--- src/rtl/smb_disp_pkg.sv ---
package smb_disp_pkg;
  localparam int BYTE_W    = 8;
  localparam int ADDR_W    = BYTE_W - 1;
  localparam int NUM_FLOWS = 4;
  localparam int NUM_TGT   = 2;

  localparam logic [BYTE_W-1:0] NOTIFY_BYTE = 8'h10;
  localparam logic [BYTE_W-1:0] ARP_BYTE    = 8'hC2;

  localparam int FLOW_NOTIFY = 0;
  localparam int FLOW_ARP    = 1;
  localparam int FLOW_GPREG  = 2;
  localparam int FLOW_TARGET = 3;

  typedef logic [NUM_FLOWS-1:0] flow_t;

  typedef enum logic [2:0] {
    ST_IDLE,
    ST_SHIFT,
    ST_DECIDE,
    ST_DRIVE,
    ST_TAIL,
    ST_HOLD
  } frame_st_e;
endpackage

--- src/rtl/smb_bus_sync.sv ---
module smb_bus_sync #(
  parameter int STAGES = 2
) (
  input  logic clk,
  input  logic rst_n,
  input  logic scl_in,
  input  logic sda_in,
  output logic scl_lvl,
  output logic sda_lvl,
  output logic scl_rise,
  output logic scl_fall,
  output logic start_evt,
  output logic stop_evt
);
  logic [STAGES-1:0] scl_sh;
  logic [STAGES-1:0] sda_sh;
  logic              scl_prev;
  logic              sda_prev;

  // Idle bus is high: reset every stage to 1 so no false event follows reset.
  always_ff @(posedge clk or negedge rst_n) begin
    if (!rst_n) begin
      scl_sh   <= '1;
      sda_sh   <= '1;
      scl_prev <= 1'b1;
      sda_prev <= 1'b1;
    end else begin
      scl_sh   <= {scl_sh[STAGES-2:0], scl_in};
      sda_sh   <= {sda_sh[STAGES-2:0], sda_in};
      scl_prev <= scl_lvl;
      sda_prev <= sda_lvl;
    end
  end

  assign scl_lvl   = scl_sh[STAGES-1];
  assign sda_lvl   = sda_sh[STAGES-1];
  assign scl_rise  = scl_lvl & ~scl_prev;
  assign scl_fall  = ~scl_lvl & scl_prev;
  assign start_evt = scl_lvl & scl_prev & sda_prev & ~sda_lvl;
  assign stop_evt  = scl_lvl & scl_prev & ~sda_prev & sda_lvl;
endmodule

--- src/rtl/smb_addr_match.sv ---
module smb_addr_match
  import smb_disp_pkg::*;
#(
  parameter int N_TGT = NUM_TGT
) (
  input  logic [BYTE_W-1:0]            addr_byte,
  input  logic                         ign_rw,
  input  logic                         tgt_en,
  input  logic                         notify_en,
  input  logic                         arp_en,
  input  logic                         gp_en,
  input  logic [ADDR_W-1:0]            gp_addr,
  input  logic [N_TGT-1:0][ADDR_W-1:0] tgt_addr,
  input  logic [N_TGT-1:0]             tgt_addr_en,
  output logic                         ack_ok,
  output flow_t                        flow_code
);
  logic [BYTE_W-1:0] cmp_mask;
  logic              is_notify;
  logic              is_arp;
  logic              is_gp;
  logic [N_TGT-1:0]  tgt_seen;
  logic [N_TGT-1:0]  tgt_live;

  assign cmp_mask  = {{ADDR_W{1'b1}}, ~ign_rw};
  assign is_notify = ((addr_byte ^ NOTIFY_BYTE) & cmp_mask) == '0;
  assign is_arp    = ((addr_byte ^ ARP_BYTE) & cmp_mask) == '0;
  assign is_gp     = ((addr_byte ^ {gp_addr, 1'b0}) & cmp_mask) == '0;

  for (genvar i = 0; i < N_TGT; i++) begin : g_tgt
    assign tgt_seen[i] = ((addr_byte ^ {tgt_addr[i], 1'b0}) & cmp_mask) == '0;
    assign tgt_live[i] = tgt_seen[i] & tgt_addr_en[i];
  end

  // Fixed priority: the first class whose address matches owns the decision.
  always_comb begin
    ack_ok    = 1'b0;
    flow_code = '0;
    if (!tgt_en) begin
      ack_ok = 1'b0;
    end else if (is_notify) begin
      ack_ok                 = notify_en;
      flow_code[FLOW_NOTIFY] = notify_en;
    end else if (is_arp) begin
      ack_ok              = arp_en;
      flow_code[FLOW_ARP] = arp_en;
    end else if (is_gp) begin
      ack_ok                = gp_en;
      flow_code[FLOW_GPREG] = gp_en;
    end else if (|tgt_seen) begin
      ack_ok                 = |tgt_live;
      flow_code[FLOW_TARGET] = |tgt_live;
    end
  end
endmodule

--- src/rtl/smb_addr_frame.sv ---
module smb_addr_frame
  import smb_disp_pkg::*;
(
  input  logic              clk,
  input  logic              rst_n,
  input  logic              sda_lvl,
  input  logic              scl_rise,
  input  logic              scl_fall,
  input  logic              start_evt,
  input  logic              stop_evt,
  input  logic              ack_ok,
  input  flow_t             flow_code,
  output logic [BYTE_W-1:0] addr_byte,
  output logic              sda_pull,
  output flow_t             flow_sel,
  output logic              rw_bit,
  output logic              match_stb
);
  localparam int CNT_W = $clog2(BYTE_W);
  localparam logic [CNT_W-1:0] LAST_BIT = CNT_W'(BYTE_W - 1);

  frame_st_e        state;
  logic [CNT_W-1:0] bit_cnt;
  flow_t            flow_pend;

  always_ff @(posedge clk or negedge rst_n) begin
    if (!rst_n) begin
      state     <= ST_IDLE;
      bit_cnt   <= '0;
      addr_byte <= '0;
      flow_pend <= '0;
      sda_pull  <= 1'b0;
      flow_sel  <= '0;
      rw_bit    <= 1'b0;
      match_stb <= 1'b0;
    end else begin
      match_stb <= 1'b0;
      if (start_evt || stop_evt) begin
        state    <= start_evt ? ST_SHIFT : ST_IDLE;
        bit_cnt  <= '0;
        sda_pull <= 1'b0;
        flow_sel <= '0;
        rw_bit   <= 1'b0;
      end else begin
        unique case (state)
          ST_SHIFT: if (scl_rise) begin
            addr_byte <= {addr_byte[BYTE_W-2:0], sda_lvl};
            bit_cnt   <= bit_cnt + 1'b1;
            if (bit_cnt == LAST_BIT) state <= ST_DECIDE;
          end
          ST_DECIDE: if (scl_fall) begin
            if (ack_ok) begin
              sda_pull  <= 1'b1;
              flow_pend <= flow_code;
              state     <= ST_DRIVE;
            end else begin
              state <= ST_HOLD;
            end
          end
          ST_DRIVE: if (scl_rise) state <= ST_TAIL;
          ST_TAIL: if (scl_fall) begin
            sda_pull  <= 1'b0;
            flow_sel  <= flow_pend;
            rw_bit    <= addr_byte[0];
            match_stb <= 1'b1;
            state     <= ST_HOLD;
          end
          default: ;
        endcase
      end
    end
  end
endmodule

--- src/rtl/smb_addr_dispatch.sv ---
module smb_addr_dispatch
  import smb_disp_pkg::*;
#(
  parameter int SYNC_STAGES = 2
) (
  input  logic                 clk,
  input  logic                 rst_n,
  input  logic                 scl_in,
  input  logic                 sda_in,
  input  logic                 tgt_en,
  input  logic                 notify_en,
  input  logic                 arp_en,
  input  logic                 gp_en,
  input  logic [ADDR_W-1:0]    gp_addr,
  input  logic [ADDR_W-1:0]    tgt_addr0,
  input  logic                 tgt_addr0_en,
  input  logic [ADDR_W-1:0]    tgt_addr1,
  input  logic                 tgt_addr1_en,
  input  logic                 ign_rw,
  output logic                 sda_pull,
  output logic [NUM_FLOWS-1:0] flow_sel,
  output logic                 rw_bit,
  output logic                 match_stb
);
  logic scl_lvl, sda_lvl, scl_rise, scl_fall, start_evt, stop_evt;
  logic ack_ok;
  flow_t flow_code;
  logic [BYTE_W-1:0] addr_byte;
  logic [NUM_TGT-1:0][ADDR_W-1:0] tgt_addr_arr;
  logic [NUM_TGT-1:0] tgt_en_arr;

  assign tgt_addr_arr = {tgt_addr1, tgt_addr0};
  assign tgt_en_arr   = {tgt_addr1_en, tgt_addr0_en};

  smb_bus_sync #(.STAGES(SYNC_STAGES)) u_sync (
    .clk(clk), .rst_n(rst_n), .scl_in(scl_in), .sda_in(sda_in),
    .scl_lvl(scl_lvl), .sda_lvl(sda_lvl), .scl_rise(scl_rise),
    .scl_fall(scl_fall), .start_evt(start_evt), .stop_evt(stop_evt)
  );

  smb_addr_match #(.N_TGT(NUM_TGT)) u_match (
    .addr_byte(addr_byte), .ign_rw(ign_rw), .tgt_en(tgt_en),
    .notify_en(notify_en), .arp_en(arp_en), .gp_en(gp_en),
    .gp_addr(gp_addr), .tgt_addr(tgt_addr_arr), .tgt_addr_en(tgt_en_arr),
    .ack_ok(ack_ok), .flow_code(flow_code)
  );

  smb_addr_frame u_frame (
    .clk(clk), .rst_n(rst_n), .sda_lvl(sda_lvl), .scl_rise(scl_rise),
    .scl_fall(scl_fall), .start_evt(start_evt), .stop_evt(stop_evt),
    .ack_ok(ack_ok), .flow_code(flow_code), .addr_byte(addr_byte),
    .sda_pull(sda_pull), .flow_sel(flow_sel), .rw_bit(rw_bit),
    .match_stb(match_stb)
  );
endmodule

--- config.mk ---
export PLATFORM = sky130hd
export DESIGN_NAME = smb_addr_dispatch
export DESIGN_NICKNAME = d
export VERILOG_FILES = /design/src/rtl/smb_disp_pkg.sv /design/src/rtl/smb_bus_sync.sv /design/src/rtl/smb_addr_match.sv /design/src/rtl/smb_addr_frame.sv /design/src/rtl/smb_addr_dispatch.sv
export SDC_FILE = /design/constraint.sdc
export NUM_CORES = 1
export LEC_CHECK = 0
export ABC_AREA = 1
export CORE_UTILIZATION = 45
export CTS_CLUSTER_SIZE = 25
export DETAILED_ROUTE_END_ITERATION = 10
export PLACE_DENSITY = 0.7
export SETUP_SLACK_MARGIN = 0.4
export SLEW_MARGIN = 0
export SYNTH_ARGS = -nofsm -noshare
export SYNTH_HDL_FRONTEND = slang
export SYNTH_SLANG_ARGS = --single-unit
--- constraint.sdc ---
create_clock -name clk -period 2.8 [get_ports clk]
set_input_delay 0.28 -clock clk [delete_from_list [all_inputs] [get_ports clk]]
set_output_delay 0.28 -clock clk [all_outputs]
set_load 0.02 [all_outputs]
# [Word-level counts from Yosys, hierarchy flattened]
# Cells that the tools add are included.
[word_totals] reg_bits=31 in_bits=32 output_inout_bits=7
[classes] add_sub_neg=1 n_eq_ne=11 n_mux=38 bitwise_logic=25 reduce_logical=20
[op_table] operator="$and 8x8->8" count=5
[op_table] operator="$logic_not 8->1" count=5
[op_table] operator="$mux 3" count=11
[op_table] operator="$xor 8x8->8" count=3
[op_table] operator="$mux 1" count=20
[op_table] operator="$mux 4" count=4
[op_table] operator="$ne 3x2->1 const B" count=5
[op_table] operator="$pmux 3 s4" count=1
[op_table] operator="$and 1x1->1" count=9
[op_table] operator="$reduce_and 4->1" count=2
[op_table] operator="$reduce_bool 2->1" count=4
[op_table] operator="$not 1->1" count=7
[op_table] operator="$eq 3x2->1 const B" count=2
[op_table] operator="$eq 3x3->1 const B" count=2
[op_table] operator="$reduce_and 6->1" count=1
[op_table] operator="$reduce_bool 5->1" count=1
[op_table] operator="$reduce_and 2->1" count=2
[op_table] operator="$reduce_or 2->1" count=2
[op_table] operator="$add 3x1->3 const B" count=1
[op_table] operator="$eq 3x1->1 const B" count=1
[op_table] operator="$ne 3x1->1 const B" count=1
[op_table] operator="$not 3->3" count=1
[op_table] operator="$reduce_and 3->1" count=1
[op_table] operator="$reduce_bool 3->1" count=1
[op_table] operator="3 further kinds" count=3

# [Logic depth before layout (Yosys ltp)]
# Gate-level depths: netlist (run 1).
[logic_depth] depth_word=14 mapped_depth=13

# [Cells and area by module]
# Synthesis (run 1) repeated with hierarchy kept, for this count alone.
[hier_totals] hier_cells=262 area_unflattened_um2=1933.1
[by_module_without_submodules] module="smb_addr_frame" n_inst=1 cells_each=132 area_per_inst_um2=1191.1 seq_area_each_um2=625.6
[by_module_without_submodules] module="smb_addr_match" n_inst=1 cells_each=113 area_per_inst_um2=543.0 seq_area_each_um2=0.0
[by_module_without_submodules] module="smb_bus_sync" n_inst=1 cells_each=17 area_per_inst_um2=198.9 seq_area_each_um2=157.7

# [Least setup slack after synthesis (run 1)]
# Ideal clock, no wire load.
[synth_path] kind="reg-to-reg" startpoint="register u_frame.addr_byte[2]" endpoint="register u_frame.flow_pend[2]" setup_ns=0.121 arrival_time_ns=1.258 required_ns=2.679 slack_ns=1.420 stages_incl_launch_ff=12 cell_sequence="dfrtp_1 -> buf_6 -> nor2_4 -> nand3_2 -> clkinv_1 -> nand3_2 -> nor2_2 -> nor2_2 -> nand3_2 -> nand2_4 -> nand2_1 -> o21ai_1"
[synth_via] elab_chain_cells=11 elab_cells_between_ends=27
[synth_rtl] item="start: declaration" line_no="smb_addr_frame.sv:13" text="output logic [BYTE_W-1:0] addr_byte,"
[synth_rtl] item="start signal: assignment" line_no="smb_addr_frame.sv:47" text="addr_byte <= {addr_byte[BYTE_W-2:0], sda_lvl};"
[synth_rtl] item="$xor 8x8->8" line_no="smb_addr_match.sv:31" text="assign tgt_seen[i] = ((addr_byte ^ {tgt_addr[i], 1'b0}) & cmp_mask) == '0;"
[synth_rtl] item="$and 8x8->8" line_no="smb_addr_match.sv:31"
[synth_rtl] item="$logic_not 8->1" line_no="smb_addr_match.sv:31"
[synth_rtl] item="$and 1x1->1" line_no="smb_addr_match.sv:32" text="assign tgt_live[i] = tgt_seen[i] & tgt_addr_en[i];"
[synth_rtl] item="$reduce_or 2->1" line_no="smb_addr_match.sv:51" text="ack_ok = |tgt_live;"
[synth_rtl] item="$mux 1" line_no="smb_addr_match.sv:50" text="end else if (|tgt_seen) begin"
[synth_rtl] item="$mux 1" line_no="smb_addr_match.sv:47" text="end else if (is_gp) begin"
[synth_rtl] item="$mux 1" line_no="smb_addr_match.sv:44" text="end else if (is_arp) begin"
[synth_rtl] item="$mux 1" line_no="smb_addr_match.sv:41" text="end else if (is_notify) begin"
[synth_rtl] item="$mux 1" line_no="smb_addr_match.sv:39" text="if (!tgt_en) begin"
[synth_rtl] item="$reduce_and 4->1 (no source line)"
[synth_rtl] item="end signal: assignment" line_no="smb_addr_frame.sv:54" text="flow_pend <= flow_code;"
[synth_rtl] item="end: declaration" line_no="smb_addr_frame.sv:24" text="flow_t flow_pend;"
# Parallel ways exist; a longest one is shown, timed or not.
# A chain may end at the register's enable or synchronous reset.

# [Worst setup path in the final report (run 1)]
[layout_path] startpoint="register u_frame.addr_byte[4]" endpoint="register u_frame.state[2]"
[layout_via] elab_chain_cells=14 elab_cells_between_ends=27
[layout_rtl] item="$xor 8x8->8" line_no="smb_addr_match.sv:31"
[layout_rtl] item="$and 8x8->8" line_no="smb_addr_match.sv:31"
[layout_rtl] item="$logic_not 8->1" line_no="smb_addr_match.sv:31"
[layout_rtl] item="$and 1x1->1" line_no="smb_addr_match.sv:32"
[layout_rtl] item="$reduce_or 2->1" line_no="smb_addr_match.sv:51"
[layout_rtl] item="$mux 1" line_no="smb_addr_match.sv:50"
[layout_rtl] item="$mux 1" line_no="smb_addr_match.sv:47"
[layout_rtl] item="$mux 1" line_no="smb_addr_match.sv:44"
[layout_rtl] item="$mux 1 (*)" line_no="smb_addr_match.sv:41"
[layout_rtl] item="$mux 1 (*)" line_no="smb_addr_match.sv:39"
[layout_rtl] item="$mux 3 (*)" line_no="smb_addr_frame.sv:52" text="if (ack_ok) begin"
[layout_rtl] item="$mux 3 (*)" line_no="smb_addr_frame.sv:51" text="ST_DECIDE: if (scl_fall) begin"
[layout_rtl] item="$pmux 3 s4 (*)" line_no="smb_addr_frame.sv:45" text="unique case (state)"
[layout_rtl] item="$mux 3 (*)" line_no="smb_addr_frame.sv:38" text="if (start_evt || stop_evt) begin"
[layout_rtl] item="end signal: assignment" line_no="smb_addr_frame.sv:39" text="state <= start_evt ? ST_SHIFT : ST_IDLE;"
[layout_rtl] item="end: declaration" line_no="smb_addr_frame.sv:22" text="frame_st_e state;"
# Every way passes the cells marked *; elsewhere a longest branch is shown, timed or not. The select of a mux whose other input is x is not followed.

==> results.toml, run 1 <==
[run_status]
outcome = "complete, no violations"

[clocking]
cts_setup_buffers = 0
clk_pin_slew_ns = 0.06
ctsResizeCount = 0
htreeDepth = 2
cts_tree = "built"
cts_made_buffers = 5
cts_sinks = 31
clk_path_buf_depth = 2
worst_skew_pair.late_latency_ns = 0.27
root_buffer = "clkbuf_8"
ctsHoldBuffers = 0

[placed_design]
post-place-ws_ns = 0.9871
dpl-instance-area_um2 = 2290
numPlacedInstances = 334
hpwl_um = 2867
globalplace.congestion = 0.7882
port_buffers = 38

[power_and_ir_drop]
p_leak_uw = 0.001178
p_sw_uw = 542.8
comb_power_share_pct = 35.9
vdd_drop_max_v = 0.0003179
powerDensity_nw_per_um2 = 621.8
p_sw_share_pct = 36.81
pwr-share-seq_pct = 41.8
clkPwrFrac_pct = 22.3
internal-power_uw = 931.6

[grt]
grt_max_degree = 32
track_usage_pct = 18.85
grt_overflow = 0
grt_pass1_vias = 1474
grt_pass1_wl_um = 6382
antenna_found_initial = 0

[sta]
max_freq_ghz = 0.6318
setup_slack_ns = 1.217
hold_viol = 0
worst_slew_pin_slew_ns = 0.3887
clock_skew_ns = 0.003043
finalCriticalPeriod_ns = 1.583
rsz0062_at_grt = "no"
tns_ns = 0
fin_crit_sh_pct = 56.53
relSlewSlack_pct = 74.09
slew_viol_final = 0
hold-worst-slack_ns = 0.3560
setup_viol_count_final = 0

[logic_synthesis]
syn_area_um2 = 1909
yosysTopAreaCell = "dfrtp_1"
ys_seq_elements = 31
yosysSeqAreaShare_pct = 41.02
yosys.area.top_type_share_pct = 32.77
syn_nets = 286
synthCells = 252
ys.warnings.count = 0
ys_types = 29
synthTopCellsByArea = "dfrtp_1, nand2_1, dfstp_2"
synth_area_per_cell_um2 = 7.577

[floorplan]
start_util_pct = 47.39
core_um2 = 4029
fp.dieH_um = 67.14
row_count = 23
dieWidth_um = 67.14
dieArea_um2 = 4507
ioPinCount = 39

[route]
wl_per_cell_um = 10.60
drcViolationCount = 0
firstDrtPassIters = 4
first_iter_violations = 119
vias = 1583
via_per_inst = 4.629
finalWirelength_um = 3625
ant_nets = 0

[critical_path]
critPathArrivalTime_ns = 1.75
worstSetupPathType = "reg -> reg"
end_kind = "flip-flop"
crit_required_ns = 2.96
cp_max_fo = 6
cp-start-kind = "flip-flop"

[finish]
nNetsFinal = 325
antenna_cells = 0
layout-drive-gt1-share_pct = 16.78
area_delta_synth_final_pct = 24.18
final_cells = 342
design_area_um2 = 2371

[worst_hold_path]
holdCritPathClass = "reg -> reg"

[job]
max_cap_violations = 0
-- critical path, cell delays in order (launching register included) --
cell and delay, ns:
dfrtp_1 0.51, inv_2 0.09, nand2_1 0.07, nand2_1 0.04, nor2_1 0.09, nand2_1 0.10
nor2_4 0.12, nand3_2 0.11, nand4_1 0.13, nand2_1 0.08, nand2_1 0.07, nand2_1 0.05
-- kinds of logic (layout without fill, tap and decap cells) --
group | count (synthesis) | in the layout | synth area share, %
simple gates | 141 | 141 | 33.95
buf+inv | 46 | 86 | 11.99
flops | 31 | 31 | 41.02
compound gates | 19 | 19 | 5.766
xor+xnor | 13 | 13 | 5.963
fa+ha+maj | 2 | 2 | 1.310
-- state kept, by name (all words and copies together), names as in the netlist, 2 cells and up --
name / cells
u_frame.addr_byte: 8
u_frame.bit_cnt: 3
u_frame.flow_pend: 4
u_frame.flow_sel: 4
u_frame.state: 3
u_sync.scl_sh: 2
u_sync.sda_sh: 2
-- power groups by stage --
| stage | combinational (uW) | clock [uW] | sequential [uW] |
|---|---|---|---|
| floorplan | 434 | 0 | 589 |
| global route | 605 | 362 | 631 |
| CTS | 534 | 338 | 617 |
| detailed placement | 526 | 0 | 623 |
| global placement | 517 | 0 | 623 |
| finish | 529 | 329 | 616 |
-- cell usage in the layout, fill, tap and decap left out, types with 2 or more instances in the layout --
| master | instances |
|---|---|
| buf_4 | 3 |
| clkbuf_1 | 2 |
| clkbuf_8 | 5 |
| clkdlybuf4s50_1 | 38 |
| dfrtp_1 | 25 |
| dfstp_2 | 6 |
| ha_1 | 2 |
| inv_1 | 24 |
| inv_2 | 10 |
| inv_4 | 2 |
| nand2_1 | 85 |
| nand2_2 | 4 |
| nand3_1 | 12 |
| nand3_2 | 6 |
| nor2_1 | 21 |
| nor2_2 | 6 |
| nor2_4 | 3 |
| o211ai_1 | 2 |
| o21ai_0 | 10 |
| o21ai_1 | 4 |
| xnor2_1 | 13 |
-- cell type report --
class	count	area (um2)
fill	385	1658
tap	50	62.56
multi-input combinational	175	897.1
sequential	31	783.3
clock inverter	1	5.005
clock buffer	7	76.32
inverter	37	143.9
timing repair buffer	41	402.9
-- through the flow --
step	power, uW	utilization, %
floorplan	1023	-
global placement	1141	56.83
detailed placement	1149	56.83
CTS	1489	58.85
global route	1598	58.85
finish	1474	58.85
-- layer usage --
layer | GRT usage (%) | vias up | routed length [um] | part of all wire (%)
met5 | 0 | - | 0 | 0
li1 | - | 841 | - | -
met1 | 25.69 | 716 | 1766 | 49
met4 | 4.787 | 0 | 26 | 0.72
met3 | 4.054 | 2 | 103 | 2.8
met2 | 30.25 | 24 | 1729 | 48
-- synth_stat cells --
cell / count
dfrtp_1: 25
buf_4: 3
dfstp_2: 6
nor2_4: 3
inv_4: 2
nor2_2: 6
inv_1: 24
clkbuf_1: 1
o21ai_0: 10
nand2_4: 1
o211ai_1: 2
ha_1: 2
nand3_1: 12
nand2_2: 4
o21bai_2: 1
clkbuf_8: 1
nor3_2: 1
buf_6: 4
nor2_1: 21
nand3_2: 6
nor2b_1: 1
nand2_1: 85
inv_2: 10
a32oi_1: 1
xnor2_1: 13
clkinv_1: 1
nand4_1: 1
a21oi_1: 1
o21ai_1: 4
-- worst paths after layout --
kind	startpoint	end	slack (ns)	depth (start not counted)
worst max-delay path	u_frame.addr_byte[4]$_DFFE_PN0P_	u_frame.state[2]$_DFFE_PN0P_	1.22	11
worst min-delay path	u_sync.scl_sh[0]$_DFF_PN1_	u_sync.scl_sh[1]$_DFF_PN1_	0.36	0
worst max register to register	u_frame.addr_byte[4]$_DFFE_PN0P_	u_frame.state[2]$_DFFE_PN0P_	1.22	11
worst min register to register	u_sync.scl_sh[0]$_DFF_PN1_	u_sync.scl_sh[1]$_DFF_PN1_	0.36	0
max in group asynchronous	rst_n	u_sync.sda_sh[0]$_DFF_PN1_	2.08	2
min in group asynchronous	rst_n	u_frame.bit_cnt[2]$_DFFE_PN0P_	0.39	2
No activity file was read; power rests on OpenSTA's default activity.
==> inputs of run 2 (changes only) <==
Settings changed: PLACE_DENSITY 0.7 to 0.73.
Clock period 2.8 ns to 1.32 ns, I/O delays scaled along.
==> run 2 against run 1 <==
Compared with the run above:
- the flow now finishes with violations (setup timing)
- global-route usage rose by 3.4 points
- critical path type unchanged
- largest power group is now combinational cells
- first-iteration DRC count is 12% lower
- via count is 14% higher
- total power rose to 2.7 times the previous value
- count of clock-buffer cells in the layout shrank 1
- sequential share of layout area down 7.3 points
- sequential cell count unchanged
- hold slack worse by 0.16 ns
- clock skew up 0.0067 ns
==> results.toml, run 2 (same netlist as run 1, synthesis figures left out) <==
[run_status]
outcome = "finished with violations"
violations = "setup timing"

[route]
firstDrtPassIters = 4
wl_per_cell_um = 12.57
vias = 1812
ant_nets = 0
finalWirelength_um = 4876
via_per_inst = 4.670
drcViolationCount = 0
first_iter_violations = 105

[finish]
nNetsFinal = 371
largest_register = "u_frame.addr_byte"
final_cell_mix = "nand2_1, clkdlybuf4s50_1, buf_4, buf_6, dfrtp_1"
design_area_um2 = 3078
reg_top3 = "u_frame.addr_byte (8), u_frame.flow_pend (4), u_frame.flow_sel (4)"
largest_reg_flops = 8
layout-drive-gt1-share_pct = 46.45
area_delta_synth_final_pct = 61.21
antenna_cells = 0
final_common_cell = "nand2_1"

[floorplan]
row_count = 23
core_um2 = 4029
dieArea_um2 = 4507
start_util_pct = 47.39
ioPinCount = 39
fp.dieH_um = 67.14
dieWidth_um = 67.14

[sta]
fin_crit_sh_pct = 129.6
relSlewSlack_pct = 82.16
setup_slack_ns = -0.3902
tns_ns = -4.243
slew_viol_final = 0
clock_skew_ns = 0.009788
rsz0062_at_grt = "yes"
hold_viol = 0
hold-worst-slack_ns = 0.1990
setup_viol_count_final = 16
worst_slew_pin_slew_ns = 0.2665
finalCriticalPeriod_ns = 1.710
max_freq_ghz = 0.5847

[power_and_ir_drop]
p_sw_share_pct = 36.51
p_leak_uw = 0.001486
p_sw_uw = 1446
internal-power_uw = 2514
total_power_uw = 3960
powerDensity_nw_per_um2 = 1287
vdd_drop_max_v = 0.001094
comb_power_share_pct = 41.9
clkPwrFrac_pct = 24.7
pwr-share-seq_pct = 33.4

[clocking]
clk_pin_slew_ns = 0.07
htreeDepth = 2
ctsHoldBuffers = 0
root_buffer = "clkbuf_8"
cts_sinks = 31
cts_tree = "built"
clk_path_buf_depth = 2
cts_made_buffers = 5
worst_skew_pair.late_latency_ns = 0.29

[grt]
grt_pass1_vias = 1720
grt_pass1_wl_um = 7217
antenna_found_initial = 0
grt_max_degree = 32
track_usage_pct = 22.23
grt_overflow = 0

[critical_path]
critPathArrivalTime_ns = 1.89
cp_num_buf_inv = 3
crit_required_ns = 1.50
end_kind = "flip-flop"
cp-start-kind = "flip-flop"
slowest_delay_ns = 0.55
cp_max_fo = 6
crit_top_cell = "nand2_1"
cpLargestDelayFamily = "flip-flops"
slowest_stage = "dfstp_2"
reg2reg_slack_ns = -0.39
cp_cell_sequence = "buf_6 > nor2_2 > o211ai_1 > buf_4 > nand3_2 > nand3_1 > inv_1 > nand2_1 > nand2_1"
worstSetupPathType = "reg -> reg"

[placed_design]
port_buffers = 38
globalplace.congestion = 0.7802
dpl-instance-area_um2 = 2510
hpwl_um = 2941

[job]
max_cap_violations = 0

[worst_hold_path]
holdCritPathClass = "in -> async"
-- run 2: cell types whose count changed in the layout (fill, tap and decap cells not counted), moves of 7 or more --
cell and delta:
buf_4 +28, buf_6 +21, nand2_1 -15, nand2_2 +13
nand3_1 -10, o21ai_0 -10, inv_1 -8, clkdlybuf4s50_1 -7
dfrtp_1 -7, dfrtp_2 +7, nand3_2 +7, nor2_1 -7
-- run 2: path summary, 6_finish.rpt --
check                                           start                           end  cells after the start
min reg2reg                u_sync.sda_sh[0]$_DFF_PN1_    u_sync.sda_sh[1]$_DFF_PN1_                      0
max in group asynchronous                       rst_n     u_sync.scl_prev$_DFF_PN1_                      2
max reg2reg                 u_sync.sda_prev$_DFF_PN1_  u_frame.state[2]$_DFFE_PN0P_                      9
max                         u_sync.sda_prev$_DFF_PN1_  u_frame.state[2]$_DFFE_PN0P_                      9
min in group clk                               sda_in    u_sync.sda_sh[0]$_DFF_PN1_                      1
min                                             rst_n   u_frame.match_stb$_DFF_PN0_                      2
-- run 2: final cells by class --
| class | count | area [um2] |
|---|---|---|
| clock buffers | 6 | 82.58 |
| clock inverters | 2 | 35.03 |
| fillers | 270 | 950.9 |
| inverters | 37 | 148.9 |
| multi-input cells | 175 | 1097 |
| flip-flops and latches | 31 | 792.0 |
| well taps | 50 | 62.56 |
| repair buffers | 87 | 859.6 |
-- run 2: power by group through the flow --
stage               Clock (uW)  Sequential (uW)  Combinational, uW
floorplan                    0             1250                987
detailed placement           0             1320               1350
CTS                        995             1320               1430
global placement             0             1310               1320
finish                     978             1320               1660
global route              1040             1340               1830
-- run 2: repair_timing --
action / 4_1_cts / 5_1_grt
gates resized for setup: 72 / 37
setup endpoints to repair: 32 / 32
pin swaps: 27 / 26
buffers inserted: 19 / 7
cloned: 0 / 1
-- run 2: per-stage QoR --
| step | utilization (%) | instances | worst slack (ns) |
|---|---|---|---|
| global placement | 62.30 | 353 | -0.3081 |
| finish | 76.40 | 388 | -0.3902 |
| global route | 76.40 | 388 | -0.4146 |
| detailed placement | 62.30 | 353 | -0.3685 |
| CTS | 71.12 | 380 | -0.1898 |
| floorplan | - | 252 | -0.04968 |
-- run 2: per-layer routing --
| metal | track usage, % | vias up | routed length, um |
|---|---|---|---|
| met2 | 39.75 | 28 | 2575 |
| met1 | 25.21 | 835 | 2070 |
| met3 | 4.561 | 9 | 137 |
| met5 | 0 | - | 0 |
| met4 | 10.11 | 0 | 93 |
| li1 | - | 940 | - |
